$ cat src/rtl/irq_gather.sv
module irq_gather #(
  parameter int W = 16
) (
  input  logic         clk,
  input  logic         rst_n,
  input  logic [W-1:0] evt_i,
  input  logic [W-1:0] wr_data,
  input  logic         wr_pend,
  input  logic         wr_mask,
  input  logic         wr_ovf,
  input  logic [1:0]   rd_sel,
  output logic [W-1:0] rd_data,
  output logic         irq_o
);

  logic [W-1:0] pend_q, mask_q, ovf_q;
  logic [W-1:0] pend_clr, ovf_clr, lost;

  assign pend_clr = wr_pend ? wr_data : '0;
  assign ovf_clr  = wr_ovf  ? wr_data : '0;
  assign lost     = evt_i & mask_q & pend_q & ~pend_clr;

  always_ff @(posedge clk) begin
    if (!rst_n) begin
      pend_q <= '0;
      mask_q <= '0;
      ovf_q  <= '0;
    end else begin
      pend_q <= (pend_q & ~pend_clr) | evt_i;
      ovf_q  <= (ovf_q & ~ovf_clr) | lost;
      if (wr_mask) mask_q <= wr_data;
    end
  end

  assign irq_o = |(pend_q & mask_q);

  always_comb begin
    case (rd_sel)
      2'd0:    rd_data = pend_q;
      2'd1:    rd_data = mask_q;
      2'd2:    rd_data = ovf_q;
      default: rd_data = '0;
    endcase
  end

endmodule


$ cat config.mk
export PLATFORM = sky130hd
export DESIGN_NAME = irq_gather
export DESIGN_NICKNAME = d
export VERILOG_FILES = /design/src/rtl/irq_gather.sv
export SDC_FILE = /design/constraint.sdc
export NUM_CORES = 1
export LEC_CHECK = 0
export BUFFER_PORTS_ARGS = -buffer_cell sky130_fd_sc_hd__buf_2
export CAP_MARGIN = 20
export CORE_MARGIN = 1.5
export CORE_UTILIZATION = 48
export DETAILED_ROUTE_END_ITERATION = 16
export PLACE_DENSITY = 0.75
export SYNTH_ARGS = -nofsm -noshare
export SYNTH_HDL_FRONTEND = slang
export SYNTH_SLANG_ARGS = --single-unit
$ cat constraint.sdc
create_clock -name clk -period 0.9 [get_ports clk]
set_input_delay 0.09 -clock clk [delete_from_list [all_inputs] [get_ports clk]]
set_output_delay 0.09 -clock clk [all_outputs]
set_load 0.03 [all_outputs]
==> results of run 1 <==
cells in the mapped netlist:
cell / n
sky130_fd_sc_hd__buf_2: 4
sky130_fd_sc_hd__dfxtp_1: 48
sky130_fd_sc_hd__o21a_1: 16
sky130_fd_sc_hd__buf_6: 4
sky130_fd_sc_hd__nor2b_1: 32
sky130_fd_sc_hd__o21ai_2: 10
sky130_fd_sc_hd__mux2i_1: 32
sky130_fd_sc_hd__o21ai_0: 6
sky130_fd_sc_hd__a221oi_1: 4
sky130_fd_sc_hd__nand2_1: 22
sky130_fd_sc_hd__nand2_2: 10
sky130_fd_sc_hd__nand4_1: 1
sky130_fd_sc_hd__buf_4: 2
sky130_fd_sc_hd__a32oi_1: 16
sky130_fd_sc_hd__clkbuf_2: 2
sky130_fd_sc_hd__a22o_1: 4
sky130_fd_sc_hd__clkbuf_1: 2
sky130_fd_sc_hd__nor2b_4: 1
sky130_fd_sc_hd__a21boi_2: 10
sky130_fd_sc_hd__a21boi_0: 6
sky130_fd_sc_hd__buf_12: 1
per-stage QoR:
stage | setup slack (ps) | power, mW | utilization
CTS | -590.1 | 4.984 | 0.7066
global placement | -247.2 | 3.324 | 0.6403
detailed placement | -250.6 | 3.341 | 0.6403
floorplan | -214.1 | 2.910 | -
global route | -686.6 | 5.260 | 0.7426
finish | -669.1 | 5.076 | 0.7426
worst max-delay path: stages (launching register included):
cell	delay [ps]
sky130_fd_sc_hd__dfxtp_2	330
sky130_fd_sc_hd__a22o_1	250
sky130_fd_sc_hd__a221oi_2	220
sky130_fd_sc_hd__nand4_1	170
sky130_fd_sc_hd__buf_4	210
kinds of logic (layout without fill, tap and decap cells):
| logic type | count (synthesis) | in the layout |
|---|---|---|
| and+or+nand+nor | 66 | 66 |
| buffers and inverters | 15 | 108 |
| muxes | 32 | 32 |
| AOI/OAI and AO/OA | 72 | 72 |
| DFF | 48 | 48 |
registers in the layout (all words and copies together) (netlist names):
signal / count
mask_q: 16
ovf_q: 16
pend_q: 16
final timing paths:
check                           startpoint        end  slack, ps  depth (start not counted)
worst max-delay path            pend_q[11]      irq_o       -670                          4
worst min-delay path              evt_i[5]  pend_q[5]         10                          2
worst max register to register  pend_q[11]  ovf_q[11]       -140                          5
worst min register to register   ovf_q[14]  ovf_q[14]        520                          2
layout make-up:
class / count / area [sq um] / area share
Timing Repair Buffer: 100 / 830.8 / 0.2353
Clock inverter: 2 / 35.03 / 0.009922
Tap cell: 67 / 83.83 / 0.02374
Clock buffer: 6 / 72.57 / 0.02055
Sequential cell: 48 / 988.4 / 0.2799
Multi-Input combinational cell: 170 / 1520 / 0.4305
layer usage:
metal,global-route usage,vias up
met2,0.3919,66
li1,-,1033
met3,0.04252,7
met4,0.07547,0
met1,0.3302,1038
met5,0,-
cell usage in the layout (no fill, tap or decap), types with 2 or more instances in the layout:
cell type                  netlist  routed
sky130_fd_sc_hd__buf_4           2      27
sky130_fd_sc_hd__nand2_2        10      11
sky130_fd_sc_hd__buf_2           4      38
sky130_fd_sc_hd__dfxtp_2         0      19
sky130_fd_sc_hd__buf_6           4      30
sky130_fd_sc_hd__dfxtp_1        48      28
sky130_fd_sc_hd__a32oi_1        16      15
sky130_fd_sc_hd__buf_12          1       5
sky130_fd_sc_hd__a22o_1          4       4
sky130_fd_sc_hd__a221oi_2        0       4
sky130_fd_sc_hd__a21boi_4        0      11
sky130_fd_sc_hd__nand2_1        22      21
sky130_fd_sc_hd__nor2b_1        32      32
sky130_fd_sc_hd__mux2i_4         0       5
sky130_fd_sc_hd__a21boi_2       10       3
sky130_fd_sc_hd__mux2i_1        32      24
sky130_fd_sc_hd__mux2i_2         0       3
sky130_fd_sc_hd__a21boi_1        0       2
sky130_fd_sc_hd__o21ai_2        10      16
sky130_fd_sc_hd__o21a_1         16      16
sky130_fd_sc_hd__clkbuf_8        0       5
report_power, final:
part | internal [mW] | switching, mW | total (mW)
Clock | 0.825 | 0.703 | 1.53
Sequential | 2.24 | 0.0861 | 2.32
Combinational | 0.632 | 0.591 | 1.22
what timing repair did:
action | CTS | global route
endpoints found under the setup margin | 33 | 31
gates cloned | 0 | 0
pin swaps | 12 | 11
setup buffers | 2 | 7
gates resized for setup | 76 | 33
==> metrics.md, run 1 <==
| Metric | Value |
|---|---|
| Filler Cells Inserted | about 320 |
| Part of the Yosys area used for sequential elements | 0.4055 |
| Total I/O pin count | 56 |
| WL met2 | between 3000 and 4000 um |
| Min-delay worst type | input pin to flip-flop |
| Xor/xnor cell area share of the yosys netlist | 0 |
| Grt total ovfl | 0 |
| Worst Path Class, Setup | flip-flop to output port |
| Endpoint arrival time on the critical path | about 1500 ps |
| Clk Latency, worst-skew pair | around 300 ps |
| Via density per instance | roughly 5.5 |
| Maximum capacitance violations | 0 |
| Clock transition at path regs | about 90 ps |
| Via total after detailed routing | roughly 2100 |
| Half-perimeter wire length after placement | between 4000 and 5000 um |
| Endpoint required time on the critical path | ~810 ps |
| Largest net degree at the start of global routing | slightly below 50 |
| Status | finished, violations left |
| Largest family of logic cells by synthesized area | compound AO/OA/AOI/OAI gates |
| Hold Worst Slack | 10.89 ps |
| Leak Pwr | between 1 and 1.5 nW |
| Final hold viol count | 0 |
| Cell count after placement | roughly 380 |
| Startpoint class of the critical path | flip-flop |
| Kind of end point of the critical path | output port |
| Synth Cell Area | about 2400 sq um |
| Master cell of the clock root buffer | sky130_fd_sc_hd__clkbuf_8 |
| Total length of routed met3 wires | ~290 um |
| Post-Syn Nets | 272 |
| Placeable Area | approximately 4800 sq um |
| Final design instance area without fill | roughly 3500 sq um |
| Clock period minus worst slack | 1569 ps |
| Hold_buf cts | 0 |
| Area share of fa/ha/maj cells after synthesis | 0 |
| Final Max Slew Viols | 0 |
| Post-Synthesis Mean Instance Area | 10.17 sq um |
| Synth warnings | 0 |
| Post-route met1 wirelength | 2893 um |
| Transition time of the tightest slew-check pin | 710.8 ps |
| Die outline width | 73.27 um |
| Synth top area share | 0.4055 |
| Y dimension of the die | ~73 um |
| H-tree Lvls | 2 |
| Top cells by area, synth | sky130_fd_sc_hd__dfxtp_1, sky130_fd_sc_hd__mux2i_1, sky130_fd_sc_hd__nor2b_1 |
| Least setup slack across all paths after layout | -669.1 ps |
| Final standard cell count with taps included and fillers excluded | between 300 and 400 |
| Critical path fanouts, max | 2 |
| Fraction of layout cells with a size suffix above 1 | 0.5583 |
| Highest layer used for signal routing | met4 |
| Fin crit share | 1.743 |
| Vias in the first global route | 2039 |
| Leading area contributor after synthesis | sky130_fd_sc_hd__dfxtp_1 |
| Mux cell area share after synthesis | 0.1352 |
| Sum Neg Setup Slack | -6035 ps |
| DR DRC count | 0 |
| Unrepaired setup endpoints after global routing | true |
| Area grow syn2layout | 49.00% |
| Worst IR drop on VDD | slightly above 800 uV |
| Final net count | between 300 and 400 |
| Global Route Usage Sum | 0.2426 |
| Global-route wire length before repair | roughly 9900 um |
| Antenna-violating nets left | 0 |
| Flops & latches, synth | 48 |
| Number of buffers on the longest clock path | 2 |
| Highest Clock Rate | approximately 640 MHz |
| Slew margin rel. | 0.5261 |
| Post-synthesis cell type count | 21 |
| Area of placed instances | about 3000 sq um |
| Diode count | 0 |
| Routed wire length | approximately 6500 um |
| Number of iterations in the first detailed-routing pass | 4 |
| CTS sink cnt | 48 |
| Routability congestion estimate from global placement | 0.8327 |
| Number of antenna violations at the first check in global routing | 0 |
| Clock Skews | 6.161 ps |
| Detailed router's first-iteration violation count | between 100 and 150 |
| Final setup viols | 29 |
| Initial Util | 0.4984 |
| Violated checks | setup timing |
| IO Port Bufs | 55 |
| Ratio of total power to cell area | 1437 nW/um^2 |
| DIE AREA | around 5400 sq um |
| Simple-gate share of the synthesized area | 0.1542 |
| Clock tree from TritonCTS | done |
| Number of buffers inserted during clock tree synthesis | 5 |
| Placement Rows | 25 |
| Average routed wire per standard cell | 16.64 um |
| Post-Syn Instances | between 200 and 250 |
| Area fraction in compound gates after synthesis | 0.2555 |
(Power assumes the default switching activity.)
==> run 2, diff against run 1 <==
- TNS_END_PERCENT: not set -> 20
==> metrics.md, run 2 (same netlist as run 1, synthesis figures left out) <==
| Metric | Value |
|---|---|
| Status | finished, violations left |
| Violated checks | setup timing |
| Cell-internal power | 3.408 mW |
| Number of iterations in the first detailed-routing pass | 4 |
| Share of the core filled with cells | 0.6874 |
| Placement Rows | 25 |
| Global Route Usage Sum | 0.2297 |
| Cell-by-cell listing of the critical path | a22o_1, a221oi_2, nand4_1, buf_6 |
| Master cell of the clock root buffer | sky130_fd_sc_hd__clkbuf_8 |
| Y dimension of the die | about 73 um |
| Final design instance area without fill | between 3000 and 4000 sq um |
| DIE AREA | roughly 5400 sq um |
| Via density per instance | 5.281 |
| Combinational share of power | 0.228 |
| Largest registers | mask_q: 16 flops, ovf_q: 16 flops, pend_q: 16 flops |
| Maximum capacitance violations | 0 |
| Diode count | 0 |
| Area grow syn2layout | 37.91% |
| Clock period minus worst slack | between 1000 and 1500 ps |
| Largest net degree at the start of global routing | a little under 50 |
| Cell count after placement | about 380 |
| Number of cells on the worst reg-to-reg path | 4 |
| Worst hold path cell count | 2 |
| Slew margin rel. | 0.5102 |
| Number of buffers on the longest clock path | 2 |
| Fin crit share | 1.663 |
| Final net count | 355 |
| H-tree Lvls | 2 |
| Detailed router's first-iteration violation count | around 110 |
| Global-route wire length before repair | ~9400 um |
| Final Total Pwr | ~4.7 mW |
| Min-delay worst type | input pin to flip-flop |
| CP bufs+invs | 1 |
| Unrepaired setup endpoints after global routing | true |
| Clock group share of total power | 0.282 |
| Sequential Power Share | 0.490 |
| Worst Path Class, Setup | flip-flop to output port |
| Final Max Slew Viols | 0 |
| Initial Util | 0.4984 |
| Die outline width | approximately 73 um |
| Cell family with the largest share of critical-path delay | compound AO/OA/AOI/OAI gates |
| Switching part of the total power | 0.2786 |
| Most common cell after layout, fill and taps aside | sky130_fd_sc_hd__buf_2 |
| Leak Pwr | between 1 and 1.5 nW |
| Number of antenna violations at the first check in global routing | 0 |
| Clock tree from TritonCTS | done |
| Maximum single-stage delay on the critical path | approximately 340 ps |
| Net Sw Power | between 1 and 1.5 mW |
| Final hold viol count | 0 |
| Ratio of total power to cell area | between 1000 and 1500 nW/um^2 |
| Slowest cell on the critical path | sky130_fd_sc_hd__dfxtp_2 |
| Routed wire length | roughly 6000 um |
| IO Port Bufs | 55 |
| Transition time of the tightest slew-check pin | 734.7 ps |
| Number of buffers inserted during clock tree synthesis | 5 |
| Fraction of layout cells with a size suffix above 1 | 0.5174 |
| CTS sink cnt | 48 |
| Commonest non-fill, non-tap cells in the layout | sky130_fd_sc_hd__buf_2, sky130_fd_sc_hd__nor2b_1, sky130_fd_sc_hd__mux2i_1 |
| Clock transition at path regs | around 90 ps |
| Placeable Area | 4755 sq um |
| Total I/O pin count | 56 |
| Endpoint required time on the critical path | 810 ps |
| Worst IR drop on VDD | 826.0 uV |
| Via total after detailed routing | around 2000 |
| Half-perimeter wire length after placement | 4063 um |
| Final setup viols | 26 |
| Vias in the first global route | 1978 |
| Kind of end point of the critical path | output port |
| Routability congestion estimate from global placement | a little over 0.8 |
| Average routed wire per standard cell | around 16 um |
| Reg-to-reg slack, setup | -80 ps |
| Area of placed instances | between 2000 and 3000 sq um |
| Endpoint arrival time on the critical path | roughly 1400 ps |
| DR DRC count | 0 |
| Worst path depth | 4 |
| Highest Clock Rate | 668.3 MHz |
| Final standard cell count with taps included and fillers excluded | around 380 |
| Antenna-violating nets left | 0 |
| Critical path fanouts, max | 2 |
| Least setup slack across all paths after layout | -596.4 ps |
| Clk Latency, worst-skew pair | 300 ps |
| Clock Skews | between 2 and 3 ps |
| Grt total ovfl | 0 |
| Hold_buf cts | 0 |
| Startpoint class of the critical path | flip-flop |
run 2: cell types whose count changed in the layout (fill, tap and decap cells not counted), sizes merged:
cell and delta:
buf -9, clkbuf +2, bufinv -1, clkinv -1
run 2: worst paths after layout:
check                   from    endpoint
hold / removal     evt_i[14]  pend_q[14]
setup / recovery  pend_q[11]       irq_o
hold reg to reg     ovf_q[4]    ovf_q[4]
setup reg to reg  pend_q[15]   ovf_q[15]
run 2: power groups by stage:
stage / clock network [mW] / logic, mW / registers [mW]
final: 1.33 / 1.08 / 2.32
after CTS: 1.34 / 1.04 / 2.31
after global placement: 0 / 0.949 / 2.34
after detailed placement: 0 / 0.959 / 2.35
after floorplan: 0 / 0.551 / 2.35
after global routing: 1.42 / 1.15 / 2.33
run 2: what timing repair did:
item / 4_1_cts / 5_1_grt
setup endpoints to repair: 29 / 32
resized for setup: 62 / 17
pin swaps: 10 / 6
buffers inserted: 0 / 1
gates cloned: 0 / 0
run 2: layout make-up:
type,instances,area [sq um]
multi-input combinational,170,1373
fill,367,1486
tap,67,83.83
clock buffer,8,90.09
timing repair buffer,91,733.2
sequential,48,988.4
run 2: worst reg2reg max path, stage by stage, from the launching register on:
cell	delay, ps
sky130_fd_sc_hd__dfxtp_2	340
sky130_fd_sc_hd__buf_4	110
sky130_fd_sc_hd__a21boi_1	230
sky130_fd_sc_hd__a32oi_1	130
sky130_fd_sc_hd__nor2b_1	120
run 2: through the flow:
step	hold slack, ps	TNS, ps	setup slack (ps)
floorplan	213.8	-570.8	-214.1
global placement	313.7	-3096	-251.8
detailed placement	320.0	-4613	-255.5
CTS	3.426	-5370	-593.0
global route	11.15	-6623	-662.3
finish	9.677	-5303	-596.4
run 2: metal layers:
metal  up-vias  share of wire  GRT usage
met3         5          0.063    0.05898
met2        61           0.45     0.3343
met4         0         0.0085    0.06289
met5         -              0          0
li1       1013              -          -
met1       949           0.47     0.3356
==> run 3, diff against run 2 <==
- CORE_UTILIZATION: 48 -> 51
- PLACE_DENSITY: 0.75 -> 0.76
- RECOVER_POWER: not set -> 25
- clock period: 0.9 -> 1.8 ns (I/O delays scaled with it)
==> metrics.md, run 3 (same netlist as run 1, synthesis figures left out) <==
| Metric | Value |
|---|---|
| Status | complete, no violations |
| Highest Clock Rate | around 600 MHz |
| Source of the worst register-to-register timing path | pend_q[3] |
| Master cell of the clock root buffer | sky130_fd_sc_hd__clkbuf_8 |
| DIE AREA | roughly 5100 sq um |
| Slew margin rel. | 0.1677 |
| Via density per instance | approximately 5.7 |
| Number of iterations in the first detailed-routing pass | 4 |
| Y dimension of the die | approximately 70 um |
| Critical path fanouts, max | 4 |
| Largest registers | mask_q: 16 flops, ovf_q: 16 flops, pend_q: 16 flops |
| Initial Util | 0.5368 |
| Final setup viols | 0 |
| Leak Pwr | 1.147 nW |
| Resized Gates After CTS | 0 |
| Worst Path Class, Setup | flip-flop to output port |
| Final hold viol count | 0 |
| Vias in the first global route | approximately 1800 |
| DR DRC count | 0 |
| Commonest non-fill, non-tap cells in the layout | sky130_fd_sc_hd__buf_2, sky130_fd_sc_hd__dfxtp_1, sky130_fd_sc_hd__mux2i_1, sky130_fd_sc_hd__nor2b_1, sky130_fd_sc_hd__nand2_1 |
| Cell family with the largest share of critical-path delay | compound AO/OA/AOI/OAI gates |
| Routability congestion estimate from global placement | about 0.77 |
| Largest net degree at the start of global routing | 28 |
| Start point of the worst hold path | evt_i[15] |
| Global-route wire length before repair | about 8600 um |
| Maximum capacitance violations | 0 |
| Area of placed instances | about 2600 sq um |
| Least setup slack across all paths after layout | 105.7 ps |
| Final Max Slew Viols | 0 |
| Placement Rows | 24 |
| Cell count after placement | 330 |
| Final design instance area without fill | ~2700 sq um |
| Unrepaired setup endpoints after global routing | false |
| Diode count | 0 |
| Die outline width | ~71 um |
| Fraction of layout cells with a size suffix above 1 | 0.3322 |
| Global Route Usage Sum | 0.2179 |
| Number of buffers on the longest clock path | 2 |
| Transition time of the tightest slew-check pin | between 1000 and 1500 ps |
| Hold_buf cts | 0 |
| Hold Worst Slack | just over 100 ps |
| Most common cell after layout, fill and taps aside | sky130_fd_sc_hd__buf_2 |
| Placeable Area | approximately 4400 sq um |
| CTS sink cnt | 48 |
| Routed wire length | around 5400 um |
| Detailed router's first-iteration violation count | 99 |
| Via total after detailed routing | a little under 2000 |
| Worst slack at placement | 353.8 ps |
| Slowest cell on the critical path | sky130_fd_sc_hd__dfxtp_1 |
| Clk Latency, worst-skew pair | around 300 ps |
| Number of antenna violations at the first check in global routing | 0 |
| Kind of end point of the critical path | output port |
| Number of setup buffers added after CTS | 0 |
| IO Port Bufs | 55 |
| Clock tree from TritonCTS | done |
| H-tree Lvls | 2 |
| Final net count | 324 |
| Ratio of total power to cell area | 806.5 nW/um^2 |
| Area grow syn2layout | 14.68% |
| Clock Skews | roughly 2.7 ps |
| Number of buffers inserted during clock tree synthesis | 5 |
| Antenna-violating nets left | 0 |
| Cell-by-cell listing of the critical path | a22o_1, a221oi_1, nand4_1, buf_2 |
| Clock transition at path regs | ~80 ps |
| Share of the core filled with cells | 0.6156 |
| Sum Neg Setup Slack | 0 ps |
| Final standard cell count with taps included and fillers excluded | 338 |
| CP bufs+invs | 1 |
| Half-perimeter wire length after placement | between 3000 and 4000 um |
| Worst IR drop on VDD | between 500 and 600 uV |
| Endpoint arrival time on the critical path | approximately 1500 ps |
| Grt total ovfl | 0 |
| Crit. Startpoint | mask_q[11] |
| Startpoint class of the critical path | flip-flop |
| Total I/O pin count | 56 |
| Min-delay worst type | input pin to flip-flop |
| Maximum single-stage delay on the critical path | 350 ps |
| Clock period minus worst slack | 1694 ps |
| Fin crit share | 0.9413 |
| Endpoint required time on the critical path | between 1500 and 2000 ps |
| Final Total Pwr | approximately 2.2 mW |
| Average routed wire per standard cell | ~16 um |
==> run 3: changes by cell type in the layout (fill, tap and decap cells not counted), sizes merged <==
cell | previous run | this run
buf | 91 | 59
clkbuf | 8 | 9
==> run 3: worst paths after layout <==
path / cells past startpoint / slack [ps] / to
max reg2reg: 3 / 830 / ovf_q[3]
min: 2 / 100 / pend_q[15]
min reg2reg: 2 / 510 / ovf_q[13]
max: 4 / 110 / irq_o
==> run 3: area by class of cell <==
class	count	area, sq um
clock buffers	8	90.09
fillers	389	1697
multi-input cells	170	1290
flip-flops and latches	48	960.9
well taps	52	65.06
repair buffers	60	311.5
==> run 3: worst reg2reg max path: stages (launching register included) <==
cell and delay [ps]:
sky130_fd_sc_hd__dfxtp_1 370, sky130_fd_sc_hd__a21boi_0 270, sky130_fd_sc_hd__a32oi_1 150, sky130_fd_sc_hd__nor2b_1 120
==> run 3: power breakdown <==
part	internal, mW	total, mW	switching [mW]
combinational	0.162	0.377	0.215
clock	0.314	0.654	0.340
sequential	1.11	1.16	0.0481
==> run 3: layer usage <==
layer  track usage  part of all wire  up-vias
li1              -                 -      947
met1        0.2996              0.48      919
met2        0.3436              0.47       50
met3       0.04843             0.041        6
met4       0.06499             0.011        0
met5             0                 0        -
